[src/rtl/pagewin_pkg.sv]
package pagewin_pkg;

  typedef enum logic [2:0] {
    REG_FAULT_VA = 3'd0,
    REG_STATUS   = 3'd1,
    REG_VALID    = 3'd2,
    REG_DIRTY    = 3'd3,
    REG_SLOT     = 3'd4,
    REG_VPN      = 3'd5,
    REG_DROP     = 3'd6,
    REG_CLEAN    = 3'd7
  } hreg_e;

  typedef enum logic {
    FLT_IDLE = 1'b0,
    FLT_WAIT = 1'b1
  } flt_state_e;

endpackage

[src/rtl/pagewin_table.sv]
module pagewin_table #(
  parameter int PAGES = 8,
  parameter int VPN_W = 20,
  localparam int IDX_W = $clog2(PAGES)
) (
  input  logic             clk,
  input  logic             rst,
  input  logic [VPN_W-1:0] lk_vpn,
  output logic             lk_hit,
  output logic [IDX_W-1:0] lk_idx,
  input  logic             dirty_set,
  input  logic [IDX_W-1:0] dirty_idx,
  input  logic             ins_en,
  input  logic [IDX_W-1:0] ins_idx,
  input  logic [VPN_W-1:0] ins_vpn,
  input  logic             drop_en,
  input  logic [IDX_W-1:0] drop_idx,
  input  logic             clean_en,
  input  logic [IDX_W-1:0] clean_idx,
  input  logic [IDX_W-1:0] rd_idx,
  output logic [VPN_W-1:0] rd_vpn,
  output logic [PAGES-1:0] valid_mask,
  output logic [PAGES-1:0] dirty_mask
);

  logic [VPN_W-1:0] vpn_q [PAGES];
  logic [PAGES-1:0] valid_q;
  logic [PAGES-1:0] dirty_q;
  logic [PAGES-1:0] match;

  // Per-slot state; host operations take priority over the dirty update
  for (genvar s = 0; s < PAGES; s++) begin : g_slot
    assign match[s] = valid_q[s] && (vpn_q[s] == lk_vpn);

    always_ff @(posedge clk) begin
      if (rst) begin
        valid_q[s] <= 1'b0;
        dirty_q[s] <= 1'b0;
        vpn_q[s]   <= '0;
      end else if (ins_en && ins_idx == IDX_W'(s)) begin
        valid_q[s] <= 1'b1;
        dirty_q[s] <= 1'b0;
        vpn_q[s]   <= ins_vpn;
      end else if (drop_en && drop_idx == IDX_W'(s)) begin
        valid_q[s] <= 1'b0;
        dirty_q[s] <= 1'b0;
      end else if (clean_en && clean_idx == IDX_W'(s)) begin
        dirty_q[s] <= 1'b0;
      end else if (dirty_set && dirty_idx == IDX_W'(s)) begin
        dirty_q[s] <= 1'b1;
      end
    end
  end

  // Lowest matching slot wins
  always_comb begin
    lk_idx = '0;
    for (int i = PAGES - 1; i >= 0; i--) begin
      if (match[i]) lk_idx = IDX_W'(i);
    end
  end

  assign lk_hit     = |match;
  assign rd_vpn     = vpn_q[rd_idx];
  assign valid_mask = valid_q;
  assign dirty_mask = dirty_q;

  assert_install_valid_R7: assert property (@(posedge clk) disable iff (rst)
    ins_en |=> valid_mask[$past(ins_idx)] && !dirty_mask[$past(ins_idx)]);

  assert_drop_clears_R8: assert property (@(posedge clk) disable iff (rst)
    drop_en |=> !valid_mask[$past(drop_idx)] && !dirty_mask[$past(drop_idx)]);

endmodule

[src/rtl/pagewin_fault.sv]
module pagewin_fault #(
  parameter int VA_W = 32
) (
  input  logic            clk,
  input  logic            rst,
  input  logic            acc_req,
  input  logic            acc_we,
  input  logic [VA_W-1:0] acc_vaddr,
  input  logic            lk_hit,
  input  logic            resume_wr,
  output logic            busy,
  output logic [VA_W-1:0] fault_va,
  output logic            fault_we
);
  import pagewin_pkg::*;

  flt_state_e state_q;
  logic       miss_det;

  assign miss_det = (state_q == FLT_IDLE) && acc_req && !lk_hit;
  assign busy     = (state_q == FLT_WAIT);

  always_ff @(posedge clk) begin
    if (rst) begin
      state_q  <= FLT_IDLE;
      fault_va <= '0;
      fault_we <= 1'b0;
    end else begin
      case (state_q)
        FLT_IDLE: if (miss_det) begin
          state_q  <= FLT_WAIT;
          fault_va <= acc_vaddr;
          fault_we <= acc_we;
        end
        FLT_WAIT: if (resume_wr) state_q <= FLT_IDLE;
        default:  state_q <= FLT_IDLE;
      endcase
    end
  end

  assert_miss_stalls_R3: assert property (@(posedge clk) disable iff (rst)
    (acc_req && !lk_hit && !busy) |=> busy);

  assert_fault_hold_R4: assert property (@(posedge clk) disable iff (rst)
    (busy && !resume_wr) |=> busy && $stable(fault_va) && $stable(fault_we));

  assert_resume_release_R5: assert property (@(posedge clk) disable iff (rst)
    (busy && resume_wr) |=> !busy);

endmodule

[src/rtl/pagewin_regs.sv]
module pagewin_regs #(
  parameter int PAGES = 8,
  parameter int VPN_W = 20,
  parameter int VA_W  = 32,
  localparam int IDX_W = $clog2(PAGES)
) (
  input  logic             clk,
  input  logic             rst,
  input  logic             hst_sel,
  input  logic             hst_we,
  input  logic [2:0]       hst_addr,
  input  logic [31:0]      hst_wdata,
  output logic [31:0]      hst_rdata,
  input  logic             busy,
  input  logic [VA_W-1:0]  fault_va,
  input  logic             fault_we,
  input  logic [PAGES-1:0] valid_mask,
  input  logic [PAGES-1:0] dirty_mask,
  input  logic [VPN_W-1:0] rd_vpn,
  output logic [IDX_W-1:0] slot_q,
  output logic             ins_en,
  output logic [VPN_W-1:0] ins_vpn,
  output logic             drop_en,
  output logic             clean_en,
  output logic [IDX_W-1:0] arg_idx,
  output logic             resume_wr
);
  import pagewin_pkg::*;

  hreg_e reg_sel;
  logic  wr;

  assign reg_sel   = hreg_e'(hst_addr);
  assign wr        = hst_sel && hst_we;
  assign ins_en    = wr && reg_sel == REG_VPN;
  assign ins_vpn   = hst_wdata[VPN_W-1:0];
  assign drop_en   = wr && reg_sel == REG_DROP;
  assign clean_en  = wr && reg_sel == REG_CLEAN;
  assign arg_idx   = hst_wdata[IDX_W-1:0];
  assign resume_wr = wr && reg_sel == REG_STATUS && hst_wdata[0] && busy;

  always_ff @(posedge clk) begin
    if (rst) slot_q <= '0;
    else if (wr && reg_sel == REG_SLOT) slot_q <= hst_wdata[IDX_W-1:0];
  end

  always_ff @(posedge clk) begin
    if (rst) begin
      hst_rdata <= '0;
    end else if (hst_sel && !hst_we) begin
      case (reg_sel)
        REG_FAULT_VA: hst_rdata <= 32'(fault_va);
        REG_STATUS:   hst_rdata <= {30'd0, fault_we && busy, busy};
        REG_VALID:    hst_rdata <= 32'(valid_mask);
        REG_DIRTY:    hst_rdata <= 32'(dirty_mask);
        REG_SLOT:     hst_rdata <= 32'(slot_q);
        REG_VPN:      hst_rdata <= 32'(rd_vpn);
        default:      hst_rdata <= '0;
      endcase
    end
  end

endmodule

[src/rtl/pagewin_xlate.sv]
module pagewin_xlate #(
  parameter int VA_W       = 32,
  parameter int DATA_W     = 32,
  parameter int PAGES      = 8,
  parameter int PAGE_BYTES = 4096,
  localparam int OFF_W = $clog2(PAGE_BYTES),
  localparam int IDX_W = $clog2(PAGES),
  localparam int VPN_W = VA_W - OFF_W,
  localparam int PA_W  = IDX_W + OFF_W
) (
  input  logic              clk,
  input  logic              rst,
  input  logic              acc_req,
  input  logic              acc_we,
  input  logic [VA_W-1:0]   acc_vaddr,
  input  logic [DATA_W-1:0] acc_wdata,
  output logic              acc_ready,
  output logic              acc_stall,
  output logic              mem_req,
  output logic              mem_we,
  output logic [PA_W-1:0]   mem_paddr,
  output logic [DATA_W-1:0] mem_wdata,
  output logic              host_irq,
  input  logic              hst_sel,
  input  logic              hst_we,
  input  logic [2:0]        hst_addr,
  input  logic [31:0]       hst_wdata,
  output logic [31:0]       hst_rdata
);

  logic             lk_hit;
  logic [IDX_W-1:0] lk_idx;
  logic             busy;
  logic             accept;
  logic [VA_W-1:0]  fault_va;
  logic             fault_we;
  logic [PAGES-1:0] valid_mask;
  logic [PAGES-1:0] dirty_mask;
  logic [VPN_W-1:0] rd_vpn;
  logic [IDX_W-1:0] slot_q;
  logic             ins_en;
  logic [VPN_W-1:0] ins_vpn;
  logic             drop_en;
  logic             clean_en;
  logic [IDX_W-1:0] arg_idx;
  logic             resume_wr;

  assign acc_ready = lk_hit && !busy;
  assign accept    = acc_req && acc_ready;
  assign acc_stall = busy;
  assign host_irq  = busy;

  pagewin_table #(.PAGES(PAGES), .VPN_W(VPN_W)) u_table (
    .clk(clk), .rst(rst),
    .lk_vpn(acc_vaddr[VA_W-1:OFF_W]), .lk_hit(lk_hit), .lk_idx(lk_idx),
    .dirty_set(accept && acc_we), .dirty_idx(lk_idx),
    .ins_en(ins_en), .ins_idx(slot_q), .ins_vpn(ins_vpn),
    .drop_en(drop_en), .drop_idx(arg_idx),
    .clean_en(clean_en), .clean_idx(arg_idx),
    .rd_idx(slot_q), .rd_vpn(rd_vpn),
    .valid_mask(valid_mask), .dirty_mask(dirty_mask)
  );

  pagewin_fault #(.VA_W(VA_W)) u_fault (
    .clk(clk), .rst(rst),
    .acc_req(acc_req), .acc_we(acc_we), .acc_vaddr(acc_vaddr),
    .lk_hit(lk_hit), .resume_wr(resume_wr),
    .busy(busy), .fault_va(fault_va), .fault_we(fault_we)
  );

  pagewin_regs #(.PAGES(PAGES), .VPN_W(VPN_W), .VA_W(VA_W)) u_regs (
    .clk(clk), .rst(rst),
    .hst_sel(hst_sel), .hst_we(hst_we), .hst_addr(hst_addr),
    .hst_wdata(hst_wdata), .hst_rdata(hst_rdata),
    .busy(busy), .fault_va(fault_va), .fault_we(fault_we),
    .valid_mask(valid_mask), .dirty_mask(dirty_mask), .rd_vpn(rd_vpn),
    .slot_q(slot_q), .ins_en(ins_en), .ins_vpn(ins_vpn),
    .drop_en(drop_en), .clean_en(clean_en), .arg_idx(arg_idx),
    .resume_wr(resume_wr)
  );

  // Registered local-memory side
  always_ff @(posedge clk) begin
    if (rst) begin
      mem_req   <= 1'b0;
      mem_we    <= 1'b0;
      mem_paddr <= '0;
      mem_wdata <= '0;
    end else begin
      mem_req <= accept;
      if (accept) begin
        mem_we    <= acc_we;
        mem_paddr <= {lk_idx, acc_vaddr[OFF_W-1:0]};
        mem_wdata <= acc_wdata;
      end
    end
  end

  assert_no_mem_in_stall_R3: assert property (@(posedge clk) disable iff (rst)
    acc_stall |=> !mem_req);

  assert_mem_from_accept_R2: assert property (@(posedge clk) disable iff (rst)
    mem_req |-> $past(acc_req && acc_ready));

  assert_offset_kept_R2: assert property (@(posedge clk) disable iff (rst)
    mem_req |-> mem_paddr[OFF_W-1:0] == $past(acc_vaddr[OFF_W-1:0]));

  assert_stall_cause_R3: assert property (@(posedge clk) disable iff (rst)
    $rose(acc_stall) |-> $past(acc_req && !acc_ready));

endmodule

[config.mk]
export PLATFORM = sky130hd
export DESIGN_NAME = pagewin_xlate
export DESIGN_NICKNAME = d
export VERILOG_FILES = /design/src/rtl/pagewin_pkg.sv /design/src/rtl/pagewin_table.sv /design/src/rtl/pagewin_fault.sv /design/src/rtl/pagewin_regs.sv /design/src/rtl/pagewin_xlate.sv
export SDC_FILE = /design/constraint.sdc
export NUM_CORES = 1
export LEC_CHECK = 0
export BUFFER_PORTS_ARGS = -buffer_cell sky130_fd_sc_hd__buf_2
export CAP_MARGIN = 25
export CORE_ASPECT_RATIO = 2
export CORE_UTILIZATION = 50
export CTS_CLUSTER_DIAMETER = 60
export CTS_CLUSTER_SIZE = 25
export DETAILED_ROUTE_END_ITERATION = 12
export GPL_ROUTABILITY_DRIVEN = 1
export PLACE_DENSITY = 0.69
export SYNTH_ARGS = -nofsm -noshare
export SYNTH_HDL_FRONTEND = slang
export SYNTH_SLANG_ARGS = --single-unit
[constraint.sdc]
create_clock -name clk -period 5.2 [get_ports clk]
set_input_delay 0.78 -clock clk [delete_from_list [all_inputs] [get_ports clk]]
set_output_delay 0.78 -clock clk [all_outputs]
set_load 0.1 [all_outputs]
==> results of run 1 <==
layout by cell type (no fill, tap or decap), types with 9 or more instances in the layout:
master       n
dfxtp_1    136
clkbuf_16   18
edfxtp_1   160
a22oi_1     11
o21ai_0     19
nor2_1      39
o211ai_1    13
mux4_2      40
nand3_1     38
xor2_1      25
buf_4       20
mux2i_1     68
a21oi_1     50
nor3_1      14
and2_1     161
nand2_1    135
o31ai_1     20
xnor2_1    129
buf_2      176
a31o_1       9
nor4_1      31
nand4_1     79
how the worst min path moves through the flow:
| stage | to | depth (start not counted) |
|---|---|---|
| 2_1_floorplan | u_table.dirty_mask[4]$_SDFFE_PP0P_ | 2 |
| 3_3_place_gp | u_regs.hst_rdata[20]$_SDFFE_PP0P_ | 2 |
| 3_5_place_dp | mem_paddr[13]$_SDFFE_PP0N_ | 2 |
| 4_1_cts | u_table.dirty_mask[4]$_SDFFE_PP0P_ | 2 |
| 5_1_grt | mem_wdata[29]$_SDFFE_PP0N_ | 2 |
| 6_report | u_regs.hst_rdata[23]$_SDFFE_PP0P_ | 2 |
critical path: stages:
cell,delay [ns]
buf_2,0.21
xnor2_1,0.55
nand4_1,0.18
nor4_1,0.62
nand4_1,0.19
nand4_1,0.19
nor2_1,0.09
nor2_1,0.08
buf_2,0.43
metal layers:
metal	share of wire [%]	vias to the layer above	GRT usage, %
met2	54	451	62.0
met4	8.6	0	24.3
li1	-	5310	-
met1	33	5622	32.0
met3	4.2	134	3.14
met5	0	-	0
power breakdown:
group | total (uW) | internal, uW | switching, uW | leakage (uW)
sequential | 2590 | 2540 | 52.4 | 0.00275
clock | 1440 | 652 | 792 | 0.000248
combinational | 623 | 186 | 436 | 0.00300
total | 4660 | 3370 | 1280 | 0.00599
stage by stage:
stage | cell area [sq um] | util [%]
5_1_grt | 16900 | 55.9
4_1_cts | 16900 | 55.9
6_report | 16900 | 55.9
3_3_place_gp | 16400 | 54.1
2_1_floorplan | 15400 | -
3_5_place_dp | 16400 | 54.2
cell families (layout without fill, tap and decap cells):
family / count (synthesis) / in the layout / synth area share (%)
flops: 297 / 297 / 48.9
xor+xnor: 160 / 160 / 9.37
buf+inv: 125 / 234 / 4.39
simple gates: 558 / 558 / 19.8
compound gates: 163 / 163 / 6.84
mux: 114 / 114 / 10.7
layout make-up:
type	count	area share [%]
Multi-Input combinational cell	995	43.1
Tap cell	368	2.72
Clock inverter	4	0.199
Clock buffer	24	2.79
Sequential cell	297	44.6
Inverter	7	0.163
Timing Repair Buffer	199	6.41
registers in the layout, indices dropped and copies added (netlist names), named ones only:
name	count
u_regs.slot_q	3
u_fault.fault_va	32
u_table.valid_mask	8
u_table.vpn_q	160
u_regs.hst_rdata	32
mem_req	1
u_fault.fault_we	1
u_table.dirty_mask	8
mem_wdata	32
u_fault.busy	1
mem_paddr	15
mem_we	1
==> qor.yml, run 1 <==
route:
  routedWlPerCell_um: 27.1
  drtAntennaViolNets: 0
  via_per_inst: 6.08
  drc: 0
  vias: 11517
  drtIter0Drc: 1075
  finalWirelength_mm: 51.3
  firstDrtPassIters: 5
finish:
  antenna_cells: 0
  seq_area_sq_um: 7550
  fillers: 2669
  nNetsFinal: 1621
  syn_to_final_growth_pct: 9.68
  drive_above_1_share_pct: 20.0
  multi_input_area_sq_um: 7300
  stdcell_count: 1894
logic_synthesis:
  synth.distinct_cells: 57
  synthFlopType: "edfxtp_1"
  syn-cell-area_sq_um: 15400
  async_flop_share_pct: 0
  synth.avg_cell_area_sq_um: 10.9
  synth_seq_cells: 297
  synthCells: 1417
  ys_seq_area_share_pct: 48.9
  yosysWarnings: 0
  synth_common_cells: "and2_1 (161), edfxtp_1 (160), dfxtp_1 (137)"
  synth_area_leaders: "edfxtp_1 (31%), dfxtp_1 (18%), xnor2_1 (7.3%)"
  syn_nets: 1522
  synth_most_common_cell: "and2_1"
  synth_edf_count: 160
  synth_area_leader_cell: "edfxtp_1"
  synth_top_area_share_pct: 31.1
floorplan:
  die_y_um: 251
  die_w_um: 126
  ios: 189
  die_area_sq_um: 31600
  core.rowCount: 90
  initial_core_util_pct: 51.0
  core_sq_um: 30300
setup_path:
  reg2reg_from: "u_table.vpn_q[5][4]$_SDFFCE_PN0P_"
  crit_end: "acc_ready"
  critPathKind: "in -> out"
  endpoint_kind: "output pin"
  rr_worst_depth: 8
  critPathArrivalTime_ns: 3.34
  crit_required_ns: 4.42
  crit_path_max_fanout: 9
  cp-start-kind: "primary input"
  r2r_slack_ns: 1.64
  r2r-end: "u_fault.fault_va[26]$_SDFFE_PP0P_"
  crit_path_start: "acc_vaddr[16]"
timing:
  worst_slack_ns: 1.08
  post-route-period-util_pct: 79.2
  slew_viol_final: 0
  max_freq_ghz: 0.243
  setup_tns_ns: 0
  worst_pin_slew_ns: 1.04
  fin_skew_ns: 0.0285
  period_minus_slack_ns: 4.12
  setup_viol: 0
  hold_viol: 0
  whs_ns: 0.454
  slew-limit-headroom_pct: 30.4
  rsz0062_at_grt: "false"
clocking:
  postCtsSetupBuffers: 0
  cts_made_buffers: 16
  cts.repair.resized: 0
  htree_levels: 1
  cts_tree: "yes"
  clock_latency_ns: 0.53
  hold_buffers: 0
  clk_pin_slew_ns: 0.09
  cts-root-buf: "clkbuf_16"
  clock_path_buffers: 3
  cts.sinks: 297
place:
  io_buffers: 176
  dp_hpwl_mm: 39.9
  dpl.cell_count: 1865
  place_congestion: 0.971
  dp_slack_ns: 1.12
power_and_ir_drop:
  powerDensity_nw_per_um2: 275
  vdd_drop_max_uv: 322
  p_total_uw: 4660
  leakagePower_uw: 0.00599
outcome:
  status: "complete, no violations"
global_route:
  grt_usage_pct: 32.6
  antenna_found_initial: 0
  grt_pass1_vias: 11395
  overflow: 0
  grt_max_degree: 106
  grt_pass1_wl_mm: 73.6
worst_hold_path:
  min_from: "u_regs.hst_rdata[23]$_SDFFE_PP0P_"
  hp-class: "reg -> reg"
run:
  cap_violations: 0
(Power assumes the default switching activity.)
==> run 2: changes to the inputs <==
--- a/config.mk
+++ b/config.mk
@@ -5,6 +5,7 @@
 export SDC_FILE = /design/constraint.sdc
 export NUM_CORES = 1
 export LEC_CHECK = 0
+export ABC_AREA = 1
 export BUFFER_PORTS_ARGS = -buffer_cell sky130_fd_sc_hd__buf_2
 export CAP_MARGIN = 25
 export CORE_ASPECT_RATIO = 2
@@ -13,7 +14,7 @@
 export CTS_CLUSTER_SIZE = 25
 export DETAILED_ROUTE_END_ITERATION = 12
 export GPL_ROUTABILITY_DRIVEN = 1
-export PLACE_DENSITY = 0.69
+export PLACE_DENSITY = 0.72
 export SYNTH_ARGS = -nofsm -noshare
 export SYNTH_HDL_FRONTEND = slang
 export SYNTH_SLANG_ARGS = --single-unit
==> constraint.sdc (replaced) <==
create_clock -name clk -period 3.7 [get_ports clk]
set_input_delay 0.555 -clock clk [delete_from_list [all_inputs] [get_ports clk]]
set_output_delay 0.555 -clock clk [all_outputs]
set_load 0.1 [all_outputs]
==> run 2 against run 1 <==
Net effect: total power increased by 50%; worst hold slack got worse by 0.23 ns; die area increased by 5.4%; via count increased by 47%; clock skew increased by 0.010 ns; critical path type is now reg -> out; highest routed layer is now met5.
==> qor.yml, run 2 <==
outcome:
  status: "complete, no violations"  # unchanged
setup_path:
  r2r_slack_ns: 0.39  # was 1.64 ns
  rr_worst_depth: 12  # was 8
  r2r-end: "u_fault.fault_va[19]$_SDFFE_PP0P_"  # was u_fault.fault_va[26]$_SDFFE_PP0P_
  worst-path-buf-inv: 3  # was 2
  reg2reg_from: "u_table.vpn_q[4][4]$_SDFFCE_PN0P_"  # was u_table.vpn_q[5][4]$_SDFFCE_PN0P_
  cp_top_family: "simple AND/OR/NAND/NOR gates"  # unchanged
  critPathArrivalTime_ns: 3.00  # was 3.34 ns
  crit_path_max_fanout: 3  # was 9
  crit_chain: "inv_1 -> a21oi_2 -> nand4_1 -> nor2_1 -> nand3_1 -> nand2_1 -> nor2_1 -> a21oi_1 -> buf_4 -> buf_12"  # was buf_2 -> xnor2_1 -> nand4_1 -> nor4_1 -> nand4_1 -> nand4_1 -> nor2_1 -> nor2_1 -> buf_2
  cp-start-kind: "flip-flop"  # was primary input
  path_common_cell: "nor2_1"  # was nand4_1
  critPathKind: "reg -> out"  # was in -> out
  crit_required_ns: 3.14  # was 4.42 ns
  endpoint_kind: "output pin"  # unchanged
  cp_slowest_stage_delay_ns: 0.59  # was 0.62 ns
  slowest_stage: "dfxtp_1"  # was nor4_1
timing:
  hold_viol: 0  # unchanged
  setup_tns_ns: 0  # unchanged
  setup_viol: 0  # unchanged
  rsz0062_at_grt: "false"  # unchanged
  period_minus_slack_ns: 3.55
  worst_slack_ns: 0.150  # was 1.08 ns
  worst_pin_slew_ns: 1.21  # was 1.04 ns
  whs_ns: 0.224  # was 0.454 ns
  fin_skew_ns: 0.0387  # was 0.0285 ns
  post-route-period-util_pct: 95.9
  slew_viol_final: 0  # unchanged
  slew-limit-headroom_pct: 18.7  # was 30.4%
  max_freq_ghz: 0.282
floorplan:
  core.rowCount: 93  # was 90
  core_sq_um: 32100  # was 30,300 sq um
  die_w_um: 130  # was 126 um
  die_area_sq_um: 33300  # was 31,600 sq um
  initial_core_util_pct: 50.7  # was 51.0%
  die_y_um: 257  # was 251 um
  ios: 189  # unchanged
finish:
  mostFrequentLayoutCell: "nand2_1"  # was buf_2
  top_register: "u_table.vpn_q"  # unchanged
  nNetsFinal: 2489  # was 1,621
  drive_above_1_share_pct: 13.4  # was 20.0%
  layout_common_cells: "nand2_1 (487), nor2_1 (396), inv_1 (253)"  # was buf_2 (176), and2_1 (161), edfxtp_1 (160)
  largest_reg_flops: 160  # unchanged
  syn_to_final_growth_pct: 11.7  # was 9.68%
logic_synthesis:
  yosysWarnings: 0  # unchanged
  synth_area_leader_cell: "edfxtp_1"  # unchanged
  synth_seq_cells: 297  # unchanged
  synth.avg_cell_area_sq_um: 7.28  # was 10.9 sq um
  synth_most_common_cell: "nand2_1"  # was and2_1
  synth.distinct_cells: 44  # was 57
  syn-cell-area_sq_um: 16300  # was 15,400 sq um
  synth_area_leaders: "edfxtp_1 (29%), dfxtp_1 (17%), nand2_1 (11%)"  # was edfxtp_1 (31%), dfxtp_1 (18%), xnor2_1 (7.3%)
  synthFlopType: "edfxtp_1"  # unchanged
  ys_seq_area_share_pct: 46.3  # was 48.9%
  synthCells: 2238  # was 1,417
  synth_top_area_share_pct: 29.5  # was 31.1%
  async_flop_share_pct: 0  # unchanged
  syn_nets: 2343  # was 1,522
  synth_edf_count: 160  # unchanged
  synth_common_cells: "nand2_1 (488), nor2_1 (398), inv_1 (254)"  # was and2_1 (161), edfxtp_1 (160), dfxtp_1 (137)
route:
  drtIter0Drc: 1814  # was 1,075
  firstDrtPassIters: 6  # was 5
  vias: 16904  # was 11,517
  drc: 0  # unchanged
  routedWlPerCell_um: 28.2  # was 27.1 um
  finalWirelength_mm: 79.5  # was 51.3 mm
  via_per_inst: 5.99  # was 6.08
  drtAntennaViolNets: 0  # unchanged
clocking:
  cts-root-buf: "clkbuf_16"  # unchanged
  clock_path_buffers: 3  # unchanged
  htree_levels: 1  # unchanged
  cts.sinks: 297  # unchanged
  hold_buffers: 0  # unchanged
  clock_latency_ns: 0.56  # was 0.53 ns
  cts_made_buffers: 17  # was 16
  clk_pin_slew_ns: 0.10  # was 0.09 ns
  cts_tree: "yes"  # unchanged
place:
  dp_slack_ns: 0.391  # was 1.12 ns
  dp_hpwl_mm: 57.8  # was 39.9 mm
  place_congestion: 1.07  # was 0.971
  io_buffers: 176  # unchanged
global_route:
  grt_pass1_vias: 16656  # was 11,395
  grt_max_degree: 70  # was 106
  grt_usage_pct: 49.3  # was 32.6%
  antenna_found_initial: 8  # was 0
  overflow: 0  # unchanged
  grt_pass1_wl_mm: 113  # was 73.6 mm
power_and_ir_drop:
  vdd_drop_max_uv: 560  # was 322 uV
  leakagePower_uw: 0.00816  # was 0.00599 uW
  powerDensity_nw_per_um2: 383  # was 275 nW/um^2
worst_hold_path:
  hp-class: "in -> reg"  # was reg -> reg
  min_path_cells: 3  # was 2
  whs_endpoint: "mem_wdata[16]$_SDFFE_PP0N_"  # was u_regs.hst_rdata[23]$_SDFFE_PP0P_
  min_from: "acc_wdata[16]"  # was u_regs.hst_rdata[23]$_SDFFE_PP0P_
run:
  cap_violations: 0  # unchanged
==> run 2: cell count changes after synthesis, sizes merged, moves of 19 or more <==
cell,previous run,this run
mux4,40,0
nand3,38,120
nor2,43,413
nand2,135,502
and2,161,2
xor2,25,6
nand4,79,39
o21ai,26,217
nor4,31,1
mux2i,68,0
inv,7,270
xnor2,135,24
a21oi,51,151
==> run 2: worst register-to-register path, cell delays in order (launching register included) <==
cell and delay (ns):
edfxtp_1 0.43, xnor2_1 0.75, nand3_1 0.19, nor2_1 0.32, nand2_1 0.11, nor2_2 0.13
nor2_1 0.09, nand2_2 0.13, inv_2 0.08, nand3_2 0.33, o21ai_0 0.35, buf_4 0.24
a21oi_1 0.10
==> run 2: how the worst max path moves through the flow <==
| stage | cells past startpoint | start | slack [ns] | to |
|---|---|---|---|---|
| 2_1_floorplan | 10 | acc_vaddr[30] | 0.26 | acc_ready |
| 3_3_place_gp | 14 | acc_vaddr[31] | 0.37 | u_fault.fault_va[19]$_SDFFE_PP0P_ |
| 3_5_place_dp | 14 | acc_vaddr[31] | 0.39 | u_fault.fault_va[19]$_SDFFE_PP0P_ |
| 4_1_cts | 11 | u_table.vpn_q[0][16]$_SDFFCE_PN0P_ | 0.40 | acc_ready |
| 5_1_grt | 12 | u_table.vpn_q[4][9]$_SDFFCE_PN0P_ | 0.07 | acc_ready |
| 6_report | 10 | u_table.valid_mask[7]$_SDFFE_PP0P_ | 0.15 | acc_ready |
==> run 2: layer usage <==
metal	global-route usage [%]	part of all wire, %	up-vias
met4	52.8	13	8
met2	77.1	46	1060
met5	1.86	0.079	-
li1	-	-	7567
met3	19.1	11	479
met1	46.2	30	7790
==> run 2: through the flow <==
stage / util (%) / instance area (sq um) / std cells / total power (uW)
2_1_floorplan: - / 16300 / 2238 / 4330
3_3_place_gp: 54.9 / 17600 / 2791 / 4740
3_5_place_dp: 54.9 / 17600 / 2791 / 4760
4_1_cts: 56.5 / 18200 / 2819 / 6850
5_1_grt: 56.6 / 18200 / 2823 / 7120
6_report: 56.6 / 18200 / 2824 / 6960
==> run 2: what timing repair did <==
action                     4_1_cts  5_1_grt
buffers inserted                 0        1
gates resized for setup          0        5
setup endpoints to repair        0        1
==> run 2: power by group <==
part / internal (uW) / switching (uW) / total (uW) / leakage, uW
logic: 261 / 852 / 1110 / 0.00512
clock network: 962 / 1230 / 2190 / 0.000260
registers: 3570 / 84.7 / 3660 / 0.00278
==> run 2: area by class of cell <==
class	instances	area, sq um
Multi-Input combinational cell	1559	7120
Timing Repair Buffer	238	1410
Antenna cell	4	10.0
Fill cell	3199	13900
Inverter	271	1040
Sequential cell	297	7550
Clock inverter	6	87.6
Clock buffer	22	444
Tap cell	427	534
==> run 2: logic make-up (layout without fill, tap and decap cells) <==
logic type      count (synthesis)  in the layout  share of synthesized area, %
buf+inv                       382            537                          10.1
xor+xnor                       30             30                          1.61
flops                         297            297                          46.3
compound gates                409            409                          13.2
simple gates                 1120           1120                          28.7
other cells                     0              4                             0
